**config.mk**
```make
export PLATFORM = sky130hd
export DESIGN_NAME = framed_rx
export DESIGN_NICKNAME = d
export VERILOG_FILES = /design/src/rtl/framed_rx_pkg.sv /design/src/rtl/framed_rx_edge.sv /design/src/rtl/framed_rx_frame.sv /design/src/rtl/framed_rx_fifo.sv /design/src/rtl/framed_rx.sv
export SDC_FILE = /design/constraint.sdc
export NUM_CORES = 1
export LEC_CHECK = 0
export ABC_AREA = 0
export BUFFER_PORTS_ARGS = -buffer_cell sky130_fd_sc_hd__buf_2
export CAP_MARGIN = 20
export CORE_ASPECT_RATIO = 2
export CORE_MARGIN = 2
export CORE_UTILIZATION = 40
export CTS_BUF_LIST = sky130_fd_sc_hd__clkbuf_4 sky130_fd_sc_hd__clkbuf_8
export DETAILED_ROUTE_END_ITERATION = 8
export SLEW_MARGIN = 5
export SYNTH_ARGS = -nofsm -noshare
export SYNTH_HDL_FRONTEND = slang
export SYNTH_SLANG_ARGS = --single-unit
```
**constraint.sdc**
```tcl
create_clock -name clk -period 2.75 [get_ports clk]
set_clock_uncertainty 0.05 [all_clocks]
set_input_delay 0.1375 -clock clk [delete_from_list [all_inputs] [get_ports clk]]
set_output_delay 0.1375 -clock clk [all_outputs]
set_load 0.01 [all_outputs]
```
**src/rtl/framed_rx_pkg.sv**
```systemverilog
// framed_rx_pkg: shared types and helpers for the frame-synchronised receiver.
// Assumes nothing beyond a 2-bit delay encoding.
package framed_rx_pkg;
    typedef logic [1:0] dly_t;

    // Limit the data delay to the supported range 0..2.
    function automatic dly_t clamp_dly(input dly_t d);
        return (d == 2'd3) ? 2'd2 : d;
    endfunction
endpackage

```
**src/rtl/framed_rx_edge.sv**
```systemverilog
// framed_rx_edge: finds capture and opposite edges of the oversampled bit
// clock, detects frame-sync rises between capture edges and selects the data
// bit for full- or half-cycle timing.
// Assumes bclk, fsync and sdata are synchronous to clk and each bclk level
// lasts at least one clk.
module framed_rx_edge (
    input  logic clk,
    input  logic rst_n,
    input  logic bclk,
    input  logic fsync,
    input  logic sdata,
    input  logic cap_rise,
    input  logic full_cycle,
    output logic cap_evt,
    output logic fs_det,
    output logic bit_val
);
    logic bclk_q;
    logic fs_prev;
    logic mid_bit;
    logic rise;
    logic fall;
    logic opp_evt;

    // Decode edges and choose which sampled data value is the bit.
    always_comb begin
        rise    = bclk & ~bclk_q;
        fall    = ~bclk & bclk_q;
        cap_evt = cap_rise ? rise : fall;
        opp_evt = cap_rise ? fall : rise;
        fs_det  = cap_evt & fsync & ~fs_prev;
        bit_val = full_cycle ? sdata : mid_bit;
    end

    // Track the previous bclk level, the half-cycle data sample and the sync level.
    always_ff @(posedge clk) begin
        if (!rst_n) begin
            bclk_q  <= 1'b0;
            fs_prev <= 1'b0;
            mid_bit <= 1'b0;
        end else begin
            bclk_q <= bclk;
            if (opp_evt) mid_bit <= sdata;
            if (cap_evt) fs_prev <= fsync;
        end
    end
endmodule

```
**src/rtl/framed_rx_frame.sv**
```systemverilog
// framed_rx_frame: counts the data delay after a frame sync, shifts bits in
// MSB first and flags word completion together with the frame's keep
// decision, which is fixed at the frame sync.
// Assumes one word per frame; a new sync restarts the frame.
module framed_rx_frame
    import framed_rx_pkg::*;
#(
    parameter int WORD_W = 8
) (
    input  logic              clk,
    input  logic              rst_n,
    input  logic              cap_evt,
    input  logic              fs_det,
    input  logic              bit_val,
    input  dly_t              dly,
    input  logic              rx_off,
    output logic              word_done,
    output logic              word_keep,
    output logic [WORD_W-1:0] word
);
    localparam int CNT_W = $clog2(WORD_W);

    logic             collecting;
    logic             keep_q;
    dly_t             skip;
    logic [CNT_W-1:0] cnt;
    logic [WORD_W-1:0] sh;
    logic             go;
    dly_t             skip_n;
    logic [CNT_W-1:0] cnt_n;
    logic             take;

    // Work out this edge's delay state, bit position and completion.
    always_comb begin
        go        = fs_det | collecting;
        skip_n    = fs_det ? clamp_dly(dly) : skip;
        cnt_n     = fs_det ? '0 : cnt;
        take      = cap_evt & go & (skip_n == 2'd0);
        word      = {sh[WORD_W-2:0], bit_val};
        word_done = take & (cnt_n == CNT_W'(WORD_W - 1));
        word_keep = fs_det ? ~rx_off : keep_q;
    end

    // Advance the frame state on each capture edge.
    always_ff @(posedge clk) begin
        if (!rst_n) begin
            collecting <= 1'b0;
            keep_q     <= 1'b0;
            skip       <= '0;
            cnt        <= '0;
            sh         <= '0;
        end else if (cap_evt) begin
            if (fs_det) begin
                collecting <= 1'b1;
                keep_q     <= ~rx_off;
                cnt        <= '0;
            end
            if (go) begin
                if (skip_n != 2'd0) begin
                    skip <= skip_n - 2'd1;
                end else begin
                    skip <= '0;
                    sh   <= word;
                    cnt  <= cnt_n + 1'b1;
                    if (word_done) collecting <= 1'b0;
                end
            end
        end
    end
endmodule

```
**src/rtl/framed_rx_fifo.sv**
```systemverilog
// framed_rx_fifo: small synchronous FIFO with occupancy count.
// Assumes the caller never pushes when full unless it pops in the same cycle.
module framed_rx_fifo #(
    parameter int WORD_W = 8,
    parameter int DEPTH  = 4
) (
    input  logic                       clk,
    input  logic                       rst_n,
    input  logic                       push,
    input  logic                       pop,
    input  logic [WORD_W-1:0]          din,
    output logic [WORD_W-1:0]          dout,
    output logic [$clog2(DEPTH+1)-1:0] level,
    output logic                       full,
    output logic                       empty
);
    localparam int AW = (DEPTH > 1) ? $clog2(DEPTH) : 1;
    localparam int LW = $clog2(DEPTH + 1);

    logic [WORD_W-1:0] mem [DEPTH];
    logic [AW-1:0]     wp;
    logic [AW-1:0]     rp;
    logic              do_pop;

    // Status and read port.
    always_comb begin
        empty  = (level == '0);
        full   = (level == LW'(DEPTH));
        do_pop = pop & ~empty;
        dout   = mem[rp];
    end

    // Store pushed words.
    always_ff @(posedge clk) begin
        if (push) mem[wp] <= din;
    end

    // Move pointers and keep the count.
    always_ff @(posedge clk) begin
        if (!rst_n) begin
            wp    <= '0;
            rp    <= '0;
            level <= '0;
        end else begin
            if (push)   wp <= (wp == AW'(DEPTH - 1)) ? '0 : wp + 1'b1;
            if (do_pop) rp <= (rp == AW'(DEPTH - 1)) ? '0 : rp + 1'b1;
            if (push && !do_pop)      level <= level + 1'b1;
            else if (!push && do_pop) level <= level - 1'b1;
        end
    end
endmodule

```
**src/rtl/framed_rx.sv**
```systemverilog
// framed_rx: frame-synchronised serial receiver top. Joins the edge finder,
// the frame assembler and the receive FIFO; owns the overflow and pulse flags.
// Assumes serial inputs are already synchronous to clk.
module framed_rx
    import framed_rx_pkg::*;
#(
    parameter int WORD_W = 8,
    parameter int DEPTH  = 4,
    localparam int LW    = $clog2(DEPTH + 1)
) (
    input  logic              clk,
    input  logic              rst_n,
    input  logic              bclk,
    input  logic              fsync,
    input  logic              sdata,
    input  logic              cap_rise,
    input  logic              full_cycle,
    input  logic [1:0]        dly,
    input  logic              rx_off,
    input  logic              pop,
    output logic [WORD_W-1:0] rd_data,
    output logic              rd_valid,
    output logic [LW-1:0]     level,
    output logic              word_stb,
    output logic              fs_seen,
    output logic              ovf
);
    logic              cap_evt;
    logic              fs_det;
    logic              bit_val;
    logic              word_done;
    logic              word_keep;
    logic [WORD_W-1:0] word;
    logic              push;
    logic              full;
    logic              empty;
    logic              lost;

    framed_rx_edge u_edge (
        .clk        (clk),
        .rst_n      (rst_n),
        .bclk       (bclk),
        .fsync      (fsync),
        .sdata      (sdata),
        .cap_rise   (cap_rise),
        .full_cycle (full_cycle),
        .cap_evt    (cap_evt),
        .fs_det     (fs_det),
        .bit_val    (bit_val)
    );

    framed_rx_frame #(.WORD_W(WORD_W)) u_frame (
        .clk       (clk),
        .rst_n     (rst_n),
        .cap_evt   (cap_evt),
        .fs_det    (fs_det),
        .bit_val   (bit_val),
        .dly       (dly),
        .rx_off    (rx_off),
        .word_done (word_done),
        .word_keep (word_keep),
        .word      (word)
    );

    // Store a kept word unless the buffer is full without a pop.
    always_comb begin
        push     = word_done & word_keep & (~full | pop);
        lost     = word_done & word_keep & full & ~pop;
        rd_valid = ~empty;
    end

    framed_rx_fifo #(.WORD_W(WORD_W), .DEPTH(DEPTH)) u_fifo (
        .clk   (clk),
        .rst_n (rst_n),
        .push  (push),
        .pop   (pop),
        .din   (word),
        .dout  (rd_data),
        .level (level),
        .full  (full),
        .empty (empty)
    );

    // Register the pulse outputs and hold overflow until reset.
    always_ff @(posedge clk) begin
        if (!rst_n) begin
            word_stb <= 1'b0;
            fs_seen  <= 1'b0;
            ovf      <= 1'b0;
        end else begin
            word_stb <= push;
            fs_seen  <= fs_det;
            if (lost) ovf <= 1'b1;
        end
    end
endmodule

```
==> impl_metrics.env, run 1 <==
export IMPL_p_sw_frac=0.205
export IMPL_cp_data_required_time_ns=2.96
export IMPL_syn_inst=184
export IMPL_root_buffer="clkbuf_8"
export IMPL_cts_buffers=9
export IMPL_core_um2=6060
export IMPL_layout_worst_path_cycle_share=1.04
export IMPL_die_h_um=116
export IMPL_cts_buffer_depth=2
export IMPL_hpwl_um=3280
export IMPL_row_count=40
export IMPL_p_sw_uw=371
export IMPL_powerDensity_nw_per_um2=586
export IMPL_synth_ff_type="edfxtp_1"
export IMPL_setup_tns_ns=-0.100
export IMPL_vias=1566
export IMPL_final_util=0.510
export IMPL_start_util=0.415
export IMPL_fillers=553
export IMPL_htree_levels=3
export IMPL_io_pins=26
export IMPL_async_flop_share=0
export IMPL_routabilityCongestion=0.752
export IMPL_clk_transition_reported_paths_ns=0.06
export IMPL_place_ws_ns=-0.110
export IMPL_avgViaCountPerCell=4.89
export IMPL_track_usage=0.155
export IMPL_cp_max_fo=4
export IMPL_ant_nets=0
export IMPL_status="finished, violations left"
export IMPL_drive_gt1_frac=0.347
export IMPL_max_cap_violations=0
export IMPL_final_hold_viol_count=0
export IMPL_maxSlewHeadroom=0.535
export IMPL_tightest_slew_ns=0.697
export IMPL_clkPwrFrac=0.428
export IMPL_clk_latency_ns=0.34
export IMPL_syn_num_nets=204
export IMPL_ir_drop_uv=396
export IMPL_syn_avg_cell_area_um2=13.7
export IMPL_syn_cell_area_um2=2510
export IMPL_wirelength_um=4590
export IMPL_worstSetupPathType="flip-flop to flip-flop"
export IMPL_hp_class="input port to flip-flop"
export IMPL_synth_yosys_seq_area_share=0.614
export IMPL_grt_max_degree=23
export IMPL_hp_start="fsync"
export IMPL_drc_errors=0
export IMPL_ys_types=43
export IMPL_pwr_share_comb=0.040
export IMPL_max_freq_mhz=351
export IMPL_synth_edff_count=32
export IMPL_violations="negative setup slack"
export IMPL_grt_pass1_vias=1611
export IMPL_finalWorstSetupSlack_ns=-0.100
export IMPL_antenna_found_initial=0
export IMPL_cp_end_kind="flip-flop"
export IMPL_place_inst=300
export IMPL_min_period_ns=2.85
export IMPL_dieArea_um2=6970
export IMPL_yosysWarnings=0
export IMPL_setup_viol=1
export IMPL_drt_iter0_drc=50
export IMPL_final_nets=251
export IMPL_first_pass_iters=4
export IMPL_crit_path_start_kind="flip-flop"
export IMPL_pwr_share_seq=0.531
export IMPL_synthToLayoutAreaGrowth_pct=22.8
export IMPL_clock_sinks=61
export IMPL_cts_tree="built"
export IMPL_num_antenna_cells=0
export IMPL_rsz0062_at_grt="true"
export IMPL_maxSlewViolCount=0
export IMPL_overflow=0
export IMPL_detail_route_wl_per_cell_um=14.3
export IMPL_worstPathArrival_ns=3.06
export IMPL_yosys_register_bits=61
export IMPL_die_w_um=60.0
export IMPL_stdcell_area_um2=3090
export IMPL_internal_power_uw=1440
export IMPL_port_buffers=25
export IMPL_stdcell_count=320
export IMPL_crit_start="u_edge.bclk_q$_SDFF_PN0_"
export IMPL_r2r_start="u_edge.bclk_q$_SDFF_PN0_"
export IMPL_grt_pass1_wl_um=7620
export IMPL_leakage_uw=0.00119
export IMPL_dpl_instance_area_um2=2820
[final timing paths]
path                                  end  slack [ns]  cells past startpoint
max          u_fifo.level[2]$_SDFFE_PN0P_       -0.10                     14
min           u_edge.fs_prev$_SDFFE_PN0N_        0.02                      3
max reg2reg  u_fifo.level[2]$_SDFFE_PN0P_       -0.10                     14
min reg2reg  u_frame.skip[1]$_SDFFE_PN0N_        0.40                      2
[stage by stage]
stage / total power [µW] / hold slack [ns]
2_1_floorplan: 1020 / 0.209
3_3_place_gp: 1050 / 0.346
3_5_place_dp: 1050 / 0.356
4_1_cts: 1830 / 0.0146
5_1_grt: 1880 / 0.0267
6_report: 1810 / 0.0217
[worst max-delay path: stages (launching register included)]
cell	delay, ns
dfxtp_2	0.33
and3b_4	0.21
o21ai_4	0.17
and2_4	0.18
ha_4	0.14
ha_4	0.12
inv_2	0.03
a21o_1	0.18
nor3_4	0.21
ha_2	0.21
inv_2	0.04
fa_2	0.32
xor2_1	0.15
or3_1	0.30
a21oi_1	0.13
[power groups by stage]
stage | logic [µW] | registers, µW | clock network, µW
2_1_floorplan | 45.8 | 979 | 0
3_3_place_gp | 71.2 | 980 | 0
3_5_place_dp | 71.9 | 980 | 0
4_1_cts | 73.3 | 960 | 797
5_1_grt | 81.2 | 961 | 840
6_report | 72.9 | 960 | 775
[cell type report]
type / count / area, µm² / area share
clock buffers: 11 / 145 / 0.0470
clock inverters: 5 / 51.3 / 0.0166
inverters: 7 / 26.3 / 0.00852
multi-input cells: 110 / 960 / 0.311
flip-flops and latches: 61 / 1540 / 0.500
well taps: 84 / 105 / 0.0341
repair buffers: 42 / 255 / 0.0827
[state kept, by name (all words and copies together), names as in the netlist, named ones only]
| register | flops |
|---|---|
| word_stb | 1 |
| u_fifo.rp | 2 |
| u_frame.sh | 7 |
| u_fifo.mem | 32 |
| u_fifo.level | 3 |
| u_edge.fs_prev | 1 |
| u_fifo.wp | 2 |
| fs_seen | 1 |
| u_frame.keep_q | 1 |
| u_frame.skip | 2 |
| u_frame.cnt | 3 |
| u_edge.bclk_q | 1 |
| u_frame.collecting | 1 |
| ovf | 1 |
| u_edge.mid_bit | 1 |
[Yosys cell counts, drive strengths merged, types with 2 or more instances]
| cell | instances | share of area |
|---|---|---|
| edfxtp | 32 | 0.38 |
| dfxtp | 29 | 0.23 |
| nor2 | 21 | 0.031 |
| mux2i | 11 | 0.044 |
| nand2 | 9 | 0.014 |
| ha | 8 | 0.040 |
| mux4 | 8 | 0.072 |
| inv | 7 | 0.010 |
| and2 | 6 | 0.015 |
| and3 | 6 | 0.015 |
| a21oi | 5 | 0.010 |
| o21ai | 5 | 0.011 |
| clkbuf | 4 | 0.0060 |
| a22oi | 2 | 0.0060 |
| buf | 2 | 0.0060 |
| nand2b | 2 | 0.0050 |
| nor3 | 2 | 0.0085 |
| o31ai | 2 | 0.0060 |
| or3 | 2 | 0.0050 |
| xor2 | 2 | 0.0070 |
[metal layers]
layer / wire length, µm / up-vias / global-route usage
met1: 1670 / 749 / 0.153
met3: 160 / 12 / 0.0446
met2: 2580 / 35 / 0.268
met5: 0 / - / 0
li1: - / 770 / -
met4: 170 / 0 / 0.105
[cell families after synthesis]
logic type,count (synthesis),share of synthesized area
simple gates,56,0.120
flops,61,0.614
mux,20,0.120
fa+ha+maj,9,0.0478
compound gates,22,0.0657
buf+inv,13,0.0224
xor+xnor,3,0.0105
[layout by cell type (no fill, tap or decap), types with 4 or more instances in the layout]
cell type	synthesis	final
mux4_2	8	8
inv_1	7	5
mux2i_1	11	11
ha_1	8	5
buf_4	0	16
clkbuf_8	0	10
dfxtp_1	29	28
edfxtp_1	32	32
nand2_1	8	8
o21ai_0	4	4
and3_1	6	6
and2_1	6	4
a21oi_1	5	5
nor2_1	21	21
buf_2	0	25
[timing repair]
| item | CTS | global route |
|---|---|---|
| endpoints found under the setup margin | 1 | 2 |
| pin swaps | 0 | 4 |
| hold endpoints to repair | 1 | 0 |
| buffers inserted | 0 | 3 |
| hold buffers | 1 | 0 |
| resized for setup | 0 | 11 |
No activity file was read; power rests on OpenSTA's default activity.
==> run 2: changes to the inputs <==
==> constraint.sdc (replaced) <==
create_clock -name clk -period 3 [get_ports clk]
set_clock_uncertainty 0.05 [all_clocks]
set_input_delay 0.15 -clock clk [delete_from_list [all_inputs] [get_ports clk]]
set_output_delay 0.15 -clock clk [all_outputs]
set_load 0.02 [all_outputs]
==> run 2 against run 1 <==
Compared with the run above: the run now ends clean; register-to-register slack improved by 0.23 ns; sequential share of layout area is 1.4 points higher; sequential power is 8.3% lower; critical path type unchanged; largest cell class unchanged.
==> impl_metrics.env, run 2 (same netlist as run 1, synthesis figures left out) <==
export IMPL_multi_input_comb_area_um2=930
export IMPL_wirelength_um=4350
export IMPL_drive_gt1_frac=0.304
export IMPL_worstPathArrival_ns=3.08
export IMPL_seq_area_um2=1540
export IMPL_antenna_found_initial=0
export IMPL_setup_tns_ns=0
export IMPL_leakage_uw=0.00116
export IMPL_reg2reg_slack_ns=0.13
export IMPL_clock_sinks=61
export IMPL_rr_worst_depth=14
export IMPL_die_w_um=60.0
export IMPL_maxSlewHeadroom=0.524
export IMPL_dpl_instance_area_um2=2750
export IMPL_layout_worst_path_cycle_share=0.957
export IMPL_dieArea_um2=6970
export IMPL_hp_class="input port to flip-flop"
export IMPL_hpwl_um=3150
export IMPL_slowest_delay_ns=0.34
export IMPL_fillers=569
export IMPL_reg_top3="u_fifo.mem x32, u_frame.sh x7"
export IMPL_cp_data_required_time_ns=3.21
export IMPL_min_to="u_edge.mid_bit$_SDFFE_PN0P_"
export IMPL_start_util=0.415
export IMPL_final_nets=242
export IMPL_row_count=40
export IMPL_drt_iter0_drc=38
export IMPL_cts_buffers=9
export IMPL_min_period_ns=2.87
export IMPL_rsz0062_at_grt="true"
export IMPL_maxSlewViolCount=0
export IMPL_max_freq_mhz=348
export IMPL_holdBufCountCts=0
export IMPL_crit_path_start_kind="flip-flop"
export IMPL_core_um2=6060
export IMPL_holdPathStages=3
export IMPL_drc_errors=0
export IMPL_status="completed"
export IMPL_stdcell_area_um2=3000
export IMPL_htree_levels=3
export IMPL_cts_buffer_depth=2
export IMPL_clk_transition_reported_paths_ns=0.06
export IMPL_num_antenna_cells=0
export IMPL_hp_start="sdata"
export IMPL_final_common_cell="edfxtp_1"
export IMPL_place_inst=292
export IMPL_ant_nets=0
export IMPL_setup_viol=0
export IMPL_powerDensity_nw_per_um2=573
export IMPL_clk_latency_ns=0.34
export IMPL_synthToLayoutAreaGrowth_pct=19.5
export IMPL_layout_common_cells="32 x edfxtp_1, 28 x dfxtp_1, 25 x buf_2"
export IMPL_grt_pass1_wl_um=7100
export IMPL_routabilityCongestion=0.721
export IMPL_detail_route_wl_per_cell_um=14.0
export IMPL_track_usage=0.144
export IMPL_cpMaxStageDelayCell="dfxtp_2"
export IMPL_port_buffers=25
export IMPL_grt_max_degree=23
export IMPL_cp_max_fo=4
export IMPL_first_pass_iters=4
export IMPL_vias=1517
export IMPL_crit_chain="and3b_4 -> o21ai_4 -> and2_4 -> ha_1 -> ha_1 -> inv_1 -> a21o_1 -> nor3_4 -> ha_2 -> inv_1 -> fa_2 -> xor2_1 -> or3_1 -> a21oi_1"
export IMPL_io_pins=26
export IMPL_root_buffer="clkbuf_8"
export IMPL_die_h_um=116
export IMPL_worstSetupPathType="flip-flop to flip-flop"
export IMPL_avgViaCountPerCell=4.88
export IMPL_largest_register_ffs=32
export IMPL_overflow=0
export IMPL_reg2reg_to="u_fifo.level[2]$_SDFFE_PN0P_"
export IMPL_ir_drop_uv=271
export IMPL_top_register="u_fifo.mem"
export IMPL_final_hold_viol_count=0
export IMPL_tightest_slew_ns=0.713
export IMPL_stdcell_count=311
export IMPL_cp_end_kind="flip-flop"
export IMPL_grt_pass1_vias=1550
export IMPL_cts_tree="built"
export IMPL_r2r_start="u_edge.bclk_q$_SDFF_PN0_"
export IMPL_max_cap_violations=0
run 2: cell types whose count changed in the layout (fill, tap and decap cells not counted), sizes merged:
| cell | change |
|---|---|
| bufinv | +1 |
| buf | -8 |
| clkinvlp | -1 |
| dlygate4sd3 | -1 |
run 2: cell type report:
cell class / instances / share of cell area
clock inverter: 5 / 0.0250
sequential: 61 / 0.514
timing repair buffer: 33 / 0.0617
tap: 84 / 0.0350
clock buffer: 11 / 0.0462
inverter: 7 / 0.00875
multi-input combinational: 110 / 0.310
run 2: per-layer routing:
metal | GRT usage | up-vias | part of all wire
met1 | 0.134 | 728 | 0.35
met2 | 0.257 | 25 | 0.58
met5 | 0 | - | 0
met3 | 0.0480 | 12 | 0.034
li1 | - | 752 | -
met4 | 0.0889 | 0 | 0.030
run 2: power by group:
group          total [µW]  internal [µW]  switching [µW]
logic                60.8           26.6            34.3
clock network         780            482             298
registers             880            877            3.54
run 2: repair_timing:
action | in CTS | in global routing
setup buffers | 0 | 3
resized for setup | 1 | 4
pin swaps | 0 | 4
endpoints found under the setup margin | 1 | 1
cloned | 0 | 0
run 2: critical path: cells and delay by family (launching register included):
family,cells,cell delay (ns)
fa+ha+maj,4,0.82
buf+inv,2,0.10
compound gates,3,0.45
flops,1,0.34
xor+xnor,1,0.15
simple gates,4,0.89
run 2: metrics by stage:
step | setup WS (ns) | power [µW] | utilization | hold WS (ns)
2_1_floorplan | 0.0450 | 938 | - | 0.222
3_3_place_gp | 0.128 | 957 | 0.454 | 0.356
3_5_place_dp | 0.0282 | 957 | 0.454 | 0.363
4_1_cts | 0.0203 | 1740 | 0.490 | 0.000149
5_1_grt | -0.0576 | 1780 | 0.496 | 0.0394
6_report | 0.130 | 1720 | 0.496 | 0.0137
run 2: worst max-delay path by stage:
stage / start / end / slack (ns) / cells after the start
after floorplan: u_edge.bclk_q$_SDFF_PN0_ / u_fifo.level[2]$_SDFFE_PN0P_ / 0.05 / 14
final: u_edge.bclk_q$_SDFF_PN0_ / u_fifo.level[2]$_SDFFE_PN0P_ / 0.13 / 14
after CTS: u_edge.bclk_q$_SDFF_PN0_ / u_fifo.level[2]$_SDFFE_PN0P_ / 0.02 / 14
after detailed placement: u_edge.bclk_q$_SDFF_PN0_ / u_fifo.level[2]$_SDFFE_PN0P_ / 0.03 / 14
after global routing: u_edge.bclk_q$_SDFF_PN0_ / u_fifo.level[2]$_SDFFE_PN0P_ / -0.06 / 14
after global placement: u_edge.bclk_q$_SDFF_PN0_ / u_fifo.level[2]$_SDFFE_PN0P_ / 0.13 / 14
